File: src/rtl/urb_pkg.sv
package urb_pkg;
  localparam int BYTE_W = 8;

  localparam logic [7:0] CMD_RD_STAT  = 8'h00;
  localparam logic [7:0] CMD_WR_CTRL  = 8'h01;
  localparam logic [7:0] CMD_WR_KEY   = 8'h11;
  localparam logic [7:0] CMD_WR_NONCE = 8'h21;
  localparam logic [7:0] CMD_WR_DIN   = 8'h31;
  localparam logic [7:0] CMD_RD_OUT   = 8'h40;

  localparam int CTL_CLR   = 0;
  localparam int CTL_CTR   = 1;
  localparam int CTL_CRYPT = 2;

  typedef enum logic [1:0] {TGT_CTRL, TGT_KEY, TGT_NONCE, TGT_DIN} tgt_e;
endpackage

File: src/rtl/urb_wide_reg.sv
module urb_wide_reg #(
  parameter int NBYTES = 16,
  parameter int BYTE_W = 8
) (
  input  logic                     clk_i,
  input  logic                     rst_ni,
  input  logic                     clr_i,
  input  logic                     wr_i,
  input  logic [BYTE_W-1:0]        byte_i,
  output logic [NBYTES*BYTE_W-1:0] data_o
);
  localparam int PW = (NBYTES > 1) ? $clog2(NBYTES) : 1;
  localparam logic [PW-1:0] LAST = PW'(NBYTES - 1);

  logic [NBYTES-1:0][BYTE_W-1:0] mem_q;
  logic [PW-1:0]                 ptr_q;

  always_ff @(posedge clk_i or negedge rst_ni) begin
    if (!rst_ni) begin
      mem_q <= '0;
      ptr_q <= '0;
    end else if (clr_i) begin
      ptr_q <= '0;
    end else if (wr_i) begin
      mem_q[LAST - ptr_q] <= byte_i;
      ptr_q <= (ptr_q == LAST) ? '0 : ptr_q + PW'(1);
    end
  end

  assign data_o = mem_q;

  AST_PTR_RANGE: assert property (@(posedge clk_i) disable iff (!rst_ni)
    ptr_q <= LAST);
  AST_PTR_WRAP: assert property (@(posedge clk_i) disable iff (!rst_ni)
    (wr_i && !clr_i && ptr_q == LAST) |=> (ptr_q == '0));
  AST_PTR_CLR: assert property (@(posedge clk_i) disable iff (!rst_ni)
    clr_i |=> (ptr_q == '0));
endmodule

File: src/rtl/urb_out_drain.sv
module urb_out_drain #(
  parameter int NBYTES = 16,
  parameter int BYTE_W = 8
) (
  input  logic                     clk_i,
  input  logic                     rst_ni,
  input  logic                     clr_i,
  input  logic                     load_i,
  input  logic [NBYTES*BYTE_W-1:0] load_data_i,
  input  logic                     cancel_i,
  input  logic                     rd_i,
  output logic [BYTE_W-1:0]        byte_o,
  output logic                     valid_o
);
  localparam int PW = (NBYTES > 1) ? $clog2(NBYTES) : 1;
  localparam logic [PW-1:0] LAST = PW'(NBYTES - 1);

  logic [NBYTES-1:0][BYTE_W-1:0] blk_q;
  logic [PW-1:0]                 ptr_q;
  logic                          valid_q;

  always_ff @(posedge clk_i or negedge rst_ni) begin
    if (!rst_ni) begin
      blk_q   <= '0;
      ptr_q   <= '0;
      valid_q <= 1'b0;
    end else if (clr_i) begin
      ptr_q   <= '0;
      valid_q <= 1'b0;
    end else if (load_i) begin
      blk_q   <= load_data_i;
      ptr_q   <= '0;
      valid_q <= 1'b1;
    end else begin
      if (cancel_i) valid_q <= 1'b0;
      if (rd_i) begin
        ptr_q <= (ptr_q == LAST) ? '0 : ptr_q + PW'(1);
        if (ptr_q == LAST) valid_q <= 1'b0;
      end
    end
  end

  assign byte_o  = blk_q[LAST - ptr_q];
  assign valid_o = valid_q;

  AST_LOAD_VALID: assert property (@(posedge clk_i) disable iff (!rst_ni)
    (load_i && !clr_i) |=> valid_o);
  AST_DRAIN_DONE: assert property (@(posedge clk_i) disable iff (!rst_ni)
    (rd_i && ptr_q == LAST && !load_i && !clr_i) |=> !valid_o);
  AST_CANCEL: assert property (@(posedge clk_i) disable iff (!rst_ni)
    (cancel_i && !load_i) |=> !valid_o);
  AST_CLR_DROP: assert property (@(posedge clk_i) disable iff (!rst_ni)
    clr_i |=> (!valid_o && ptr_q == '0));
endmodule

File: src/rtl/urb_cmd_dec.sv
module urb_cmd_dec
  import urb_pkg::*;
(
  input  logic       clk_i,
  input  logic       rst_ni,
  input  logic       rx_valid_i,
  input  logic [7:0] rx_byte_i,
  input  logic       out_valid_i,
  input  logic [7:0] out_byte_i,
  output logic       wr_key_o,
  output logic       wr_nonce_o,
  output logic       wr_din_o,
  output logic [7:0] wr_byte_o,
  output logic       rd_out_o,
  output logic       clr_o,
  output logic       crypt_req_o,
  output logic       eng_clear_o,
  output logic       ctr_mode_o,
  output logic       crypt_start_o,
  output logic       tx_valid_o,
  output logic [7:0] tx_byte_o
);
  logic       wait_data_q;
  tgt_e       tgt_q, tgt_d;
  logic [1:0] ctrl_q;
  logic       start_q;
  logic       tx_valid_q;
  logic [7:0] tx_byte_q;

  logic cmd_fire, data_fire, is_rd_stat, is_wr, ctrl_wr;
  logic [7:0] status;

  always_comb begin
    cmd_fire   = rx_valid_i && !wait_data_q;
    data_fire  = rx_valid_i && wait_data_q;
    is_rd_stat = cmd_fire && (rx_byte_i == CMD_RD_STAT);
    rd_out_o   = cmd_fire && (rx_byte_i == CMD_RD_OUT);
    is_wr      = 1'b1;
    tgt_d      = TGT_CTRL;
    case (rx_byte_i)
      CMD_WR_CTRL:  tgt_d = TGT_CTRL;
      CMD_WR_KEY:   tgt_d = TGT_KEY;
      CMD_WR_NONCE: tgt_d = TGT_NONCE;
      CMD_WR_DIN:   tgt_d = TGT_DIN;
      default:      is_wr = 1'b0;
    endcase
    is_wr       = is_wr && cmd_fire;
    ctrl_wr     = data_fire && (tgt_q == TGT_CTRL);
    wr_key_o    = data_fire && (tgt_q == TGT_KEY);
    wr_nonce_o  = data_fire && (tgt_q == TGT_NONCE);
    wr_din_o    = data_fire && (tgt_q == TGT_DIN);
    wr_byte_o   = rx_byte_i;
    clr_o       = ctrl_wr && rx_byte_i[CTL_CLR];
    crypt_req_o = ctrl_wr && rx_byte_i[CTL_CRYPT];
    status      = {4'b0000, out_valid_i, start_q, ctrl_q[CTL_CTR], ctrl_q[CTL_CLR]};
  end

  always_ff @(posedge clk_i or negedge rst_ni) begin
    if (!rst_ni) begin
      wait_data_q <= 1'b0;
      tgt_q       <= TGT_CTRL;
      ctrl_q      <= '0;
      start_q     <= 1'b0;
      tx_valid_q  <= 1'b0;
      tx_byte_q   <= '0;
    end else begin
      if (is_wr) begin
        wait_data_q <= 1'b1;
        tgt_q       <= tgt_d;
      end else if (data_fire) begin
        wait_data_q <= 1'b0;
      end
      if (ctrl_wr) ctrl_q <= rx_byte_i[1:0];
      start_q    <= crypt_req_o;
      tx_valid_q <= is_rd_stat || rd_out_o;
      if (is_rd_stat)    tx_byte_q <= status;
      else if (rd_out_o) tx_byte_q <= out_byte_i;
    end
  end

  assign eng_clear_o   = ctrl_q[CTL_CLR];
  assign ctr_mode_o    = ctrl_q[CTL_CTR];
  assign crypt_start_o = start_q;
  assign tx_valid_o    = tx_valid_q;
  assign tx_byte_o     = tx_byte_q;

  AST_START_PULSE: assert property (@(posedge clk_i) disable iff (!rst_ni)
    crypt_start_o |=> !crypt_start_o);
  AST_TX_AFTER_RX: assert property (@(posedge clk_i) disable iff (!rst_ni)
    tx_valid_o |-> $past(rx_valid_i));
  AST_NO_TX_ON_DATA: assert property (@(posedge clk_i) disable iff (!rst_ni)
    data_fire |=> !tx_valid_o);
  AST_ONE_HOT_WR: assert property (@(posedge clk_i) disable iff (!rst_ni)
    $onehot0({wr_key_o, wr_nonce_o, wr_din_o, ctrl_wr}));
endmodule

File: src/rtl/uart_reg_bridge.sv
module uart_reg_bridge #(
  parameter int KEY_BYTES   = 16,
  parameter int NONCE_BYTES = 12,
  parameter int BLK_BYTES   = 16
) (
  input  logic                     clk_i,
  input  logic                     rst_ni,
  input  logic                     rx_valid_i,
  input  logic [7:0]               rx_byte_i,
  output logic                     tx_valid_o,
  output logic [7:0]               tx_byte_o,
  output logic [KEY_BYTES*8-1:0]   key_o,
  output logic [NONCE_BYTES*8-1:0] nonce_o,
  output logic [BLK_BYTES*8-1:0]   din_o,
  output logic                     eng_clear_o,
  output logic                     ctr_mode_o,
  output logic                     crypt_start_o,
  input  logic                     core_res_valid_i,
  input  logic [BLK_BYTES*8-1:0]   core_res_i
);
  logic       wr_key, wr_nonce, wr_din, rd_out, clr, crypt_req, out_valid;
  logic [7:0] wr_byte, out_byte;

  urb_cmd_dec i_dec (
    .clk_i, .rst_ni, .rx_valid_i, .rx_byte_i,
    .out_valid_i (out_valid),
    .out_byte_i  (out_byte),
    .wr_key_o    (wr_key),
    .wr_nonce_o  (wr_nonce),
    .wr_din_o    (wr_din),
    .wr_byte_o   (wr_byte),
    .rd_out_o    (rd_out),
    .clr_o       (clr),
    .crypt_req_o (crypt_req),
    .eng_clear_o, .ctr_mode_o, .crypt_start_o, .tx_valid_o, .tx_byte_o
  );

  urb_wide_reg #(.NBYTES(KEY_BYTES), .BYTE_W(8)) i_key (
    .clk_i, .rst_ni, .clr_i(clr), .wr_i(wr_key), .byte_i(wr_byte), .data_o(key_o));

  urb_wide_reg #(.NBYTES(NONCE_BYTES), .BYTE_W(8)) i_nonce (
    .clk_i, .rst_ni, .clr_i(clr), .wr_i(wr_nonce), .byte_i(wr_byte), .data_o(nonce_o));

  urb_wide_reg #(.NBYTES(BLK_BYTES), .BYTE_W(8)) i_din (
    .clk_i, .rst_ni, .clr_i(clr), .wr_i(wr_din), .byte_i(wr_byte), .data_o(din_o));

  urb_out_drain #(.NBYTES(BLK_BYTES), .BYTE_W(8)) i_out (
    .clk_i, .rst_ni,
    .clr_i       (clr),
    .load_i      (core_res_valid_i),
    .load_data_i (core_res_i),
    .cancel_i    (crypt_req),
    .rd_i        (rd_out),
    .byte_o      (out_byte),
    .valid_o     (out_valid)
  );
endmodule

File: config.mk
export PLATFORM = sky130hd
export DESIGN_NAME = uart_reg_bridge
export DESIGN_NICKNAME = d
export VERILOG_FILES = /design/src/rtl/urb_pkg.sv /design/src/rtl/urb_wide_reg.sv /design/src/rtl/urb_out_drain.sv /design/src/rtl/urb_cmd_dec.sv /design/src/rtl/uart_reg_bridge.sv
export SDC_FILE = /design/constraint.sdc
export NUM_CORES = 1
export LEC_CHECK = 0
export ABC_AREA = 1
export BUFFER_PORTS_ARGS = -buffer_cell sky130_fd_sc_hd__buf_2
export CAP_MARGIN = 0
export CORE_MARGIN = 5
export CORE_UTILIZATION = 40
export DETAILED_ROUTE_END_ITERATION = 10
export MAX_ROUTING_LAYER = met4
export PLACE_DENSITY = 0.74
export SYNTH_ARGS = -nofsm -noshare
export SYNTH_HDL_FRONTEND = slang
export SYNTH_SLANG_ARGS = --single-unit
File: constraint.sdc
create_clock -name clk_i -period 4.3 [get_ports clk_i]
set_input_delay 0.215 -clock clk_i [delete_from_list [all_inputs] [get_ports clk_i]]
set_output_delay 0.215 -clock clk_i [all_outputs]
set_load 0.1 [all_outputs]
==> results.yml <==
power_and_ir_drop:
  power.leakage_nw: 14.0
  peakVddDrop_mv: 0.258
  power_density_mw_per_mm2: 399
placement:
  dp.cells: 3303
  dpl.hpwl_um: 44100
  port_buffers: 503
  gp_congestion: 0.891
  placed_cell_area_sq_mm: 0.0234
worst_setup_path:
  cp_max_fo: 16
  arrival_ps: 2860
  critPathLaunchType: "register"
  criticalPathCategory: "register to register"
  critPathCaptureType: "register"
  required_ps: 4770
  ff2ff_path_depth: 6
cells_and_area:
  finalNonFillerCells: 3524
  fin_nets: 2970
  stdcell_area_sq_mm: 0.0264
  ff_latch_area_sq_mm: 0.0128
  drive_gt1_share_pct: 21.5
  multi_input_area_sq_mm: 0.00660
  n_fill_cell: 4385
  area.growth.synth_to_final_pct: 29.4
die:
  coreArea_sq_mm: 0.0503
  start_util_pct: 40.6
  fp.dieArea_sq_mm: 0.0556
  rows: 82
  io_pins: 504
  die_y_um: 236
  die_x_um: 236
clock_tree:
  cts_setup_buffers: 0
  cts_tree: "built"
  cts_root_buf: "clkbuf_16"
  cts_hold_buffers: 131
  clk_latency_ps: 580
  h-tree-depth: 2
  clock_path_buffers: 3
  clk_pin_slew_ps: 60
  cts.repair.resized: 0
  cts_sinks: 512
  numCtsBuffers: 53
route:
  drc: 0
  wl_per_cell_um: 19.5
  drt_iter0_drc: 1454
  drt_pre_antenna_iters: 6
  vias: 18395
  wl_um: 68700
  postRouteAntennaNets: 0
  viasPerCell: 5.22
synth:
  synth_top_cell_by_area: "dfrtp_1"
  syn_area_per_cell_sq_um: 9.06
  async_flop_share_pct: 100
  synth_edf_count: 0
  synth_cell_types: 28
  netlist_instances: 2250
  synth.area.top_cells: "dfrtp_1 (63%), nand2_1 (13%), o21ai_0 (9.0%)"
  synth_area_sq_mm: 0.0204
  synth_top_area_share_pct: 62.8
  ys_ff_latch: 512
  yosys_warnings: 0
  yosysSeqAreaShare_pct: 62.8
  syn_nets: 2403
  ys.flop_type: "dfrtp_1"
timing:
  finalMaxSlewViolations: 0
  rsz0062_at_grt: "no"
  fin_crit_ps: 2390
  fin_skew_ps: 14.1
  clock.fmax_mhz: 418
  worst_slew_pin_slew_ps: 1110
  slew_headroom_pct: 25.7
  hold_viol_final: 0
  setup_violations: 0
  post-route-period-util_pct: 55.6
  tns_ps: 0
min_path:
  hold-path-cell-count: 4
  hp-class: "primary input to register"
grt:
  track_usage_pct: 24.5
  antenna_found_initial: 4
  grt_pass1_wl_um: 106000
  grt_max_degree: 133
  overflow: 0
  grt_pass1_vias: 18277
run_status:
  outcome: "complete, no violations"
flow_run:
  cap_violations: 0
synthesized netlist by cell type (2+ instances only):
master,number
nand2_1,727
dfrtp_1,512
o21ai_0,368
nand3_1,195
inv_1,108
clkbuf_1,104
nor2_1,79
a21oi_1,61
buf_2,22
buf_1,13
ha_1,13
nand4_1,10
clkinv_1,6
o211ai_1,6
nor3_1,4
o31ai_1,4
nor2_2,3
o21ai_1,3
a22oi_1,2
nand3_2,2
cells in the final DEF, fill, tap and decap left out, types with 6 or more instances in the layout:
cell type        n
nand4_1         10
inv_1          103
nand2_1        726
clkbuf_1        14
nand3_1        195
o21ai_0        368
buf_2          502
nor2_1          79
dlygate4sd3_1  131
a21oi_1         61
inv_2            8
dfrtp_1        511
ha_1            13
o211ai_1         6
clkbuf_8         9
clkbuf_16       53
buf_4           14
kinds of logic (layout without fill, tap and decap cells):
family	Yosys count	after routing	share of synthesized area (%)
other cells	0	4	0
compound gates	444	444	11.0
xor+xnor	1	1	0.0429
simple gates	1025	1025	20.5
flops	512	512	62.8
buf+inv	255	853	4.85
fa+ha+maj	13	13	0.798
stage by stage:
| stage | worst slack [ps] | power [mW] | hold slack [ps] | util [%] |
|---|---|---|---|---|
| 2_1_floorplan | 2680 | 5.64 | -80.6 | - |
| 3_3_place_gp | 1900 | 5.98 | 300 | 46.5 |
| 3_5_place_dp | 1830 | 6.02 | 316 | 46.5 |
| 4_1_cts | 1840 | 10.6 | 62.5 | 52.5 |
| 5_1_grt | 1640 | 10.9 | 118 | 52.5 |
| 6_report | 1910 | 10.5 | 96.2 | 52.5 |
area by class of cell:
type | instances | share of cell area, %
antenna | 4 | 0.0379
multi-input combinational | 1483 | 25.0
sequential | 512 | 48.6
inverter | 115 | 1.64
timing repair buffer | 652 | 15.2
clock inverter | 10 | 0.612
tap | 672 | 3.19
clock buffer | 76 | 5.69
critical path, stage by stage (launching register included):
cell and delay [ps]:
dfrtp_1 340, nand2_1 100, inv_1 130, nand3_1 170, inv_1 410, nand4_1 680, o21ai_0 440
final timing paths:
path	from	to	slack, ps
min reg2reg	i_out.blk_q[9]	i_out.blk_q[9]	470
min	rx_byte_i[5]	i_dec.tx_valid_o	100
max in group asynchronous	rst_ni	i_out.blk_q[96]	2840
max reg2reg	i_dec.wait_data_q	i_din.data_o[22]	1910
min in group asynchronous	rst_ni	i_key.data_o[87]	290
max	i_dec.wait_data_q	i_din.data_o[22]	1910
routing by layer:
metal | part of all wire (%) | global-route usage [%] | vias up
met4 | 4.2 | 9.04 | 0
met3 | 7.2 | 4.22 | 188
met2 | 49 | 40.5 | 889
li1 | - | - | 8428
met1 | 39 | 30.7 | 8890
met5 | 0 | - | -
registers in the layout, indices dropped and copies added (netlist names):
register,flops
i_din.data_o,128
i_key.data_o,128
i_out.blk_q,128
i_nonce.data_o,96
i_dec.tx_byte_o,8
i_din.ptr_q,4
i_key.ptr_q,4
i_nonce.ptr_q,4
i_out.ptr_q,4
i_dec.ctrl_q,2
i_dec.tgt_q,2
i_dec.crypt_start_o,1
i_dec.tx_valid_o,1
i_dec.wait_data_q,1
i_out.valid_o,1
where the power goes:
group	total [mW]	internal (mW)	leakage, nW	switching [mW]
Sequential	5.06	4.97	6.83	0.0939
Combinational	0.979	0.297	6.32	0.682
Clock	4.48	2.64	0.804	1.84
Total	10.5	7.91	14.0	2.62
No activity file was read; power rests on OpenSTA's default activity.
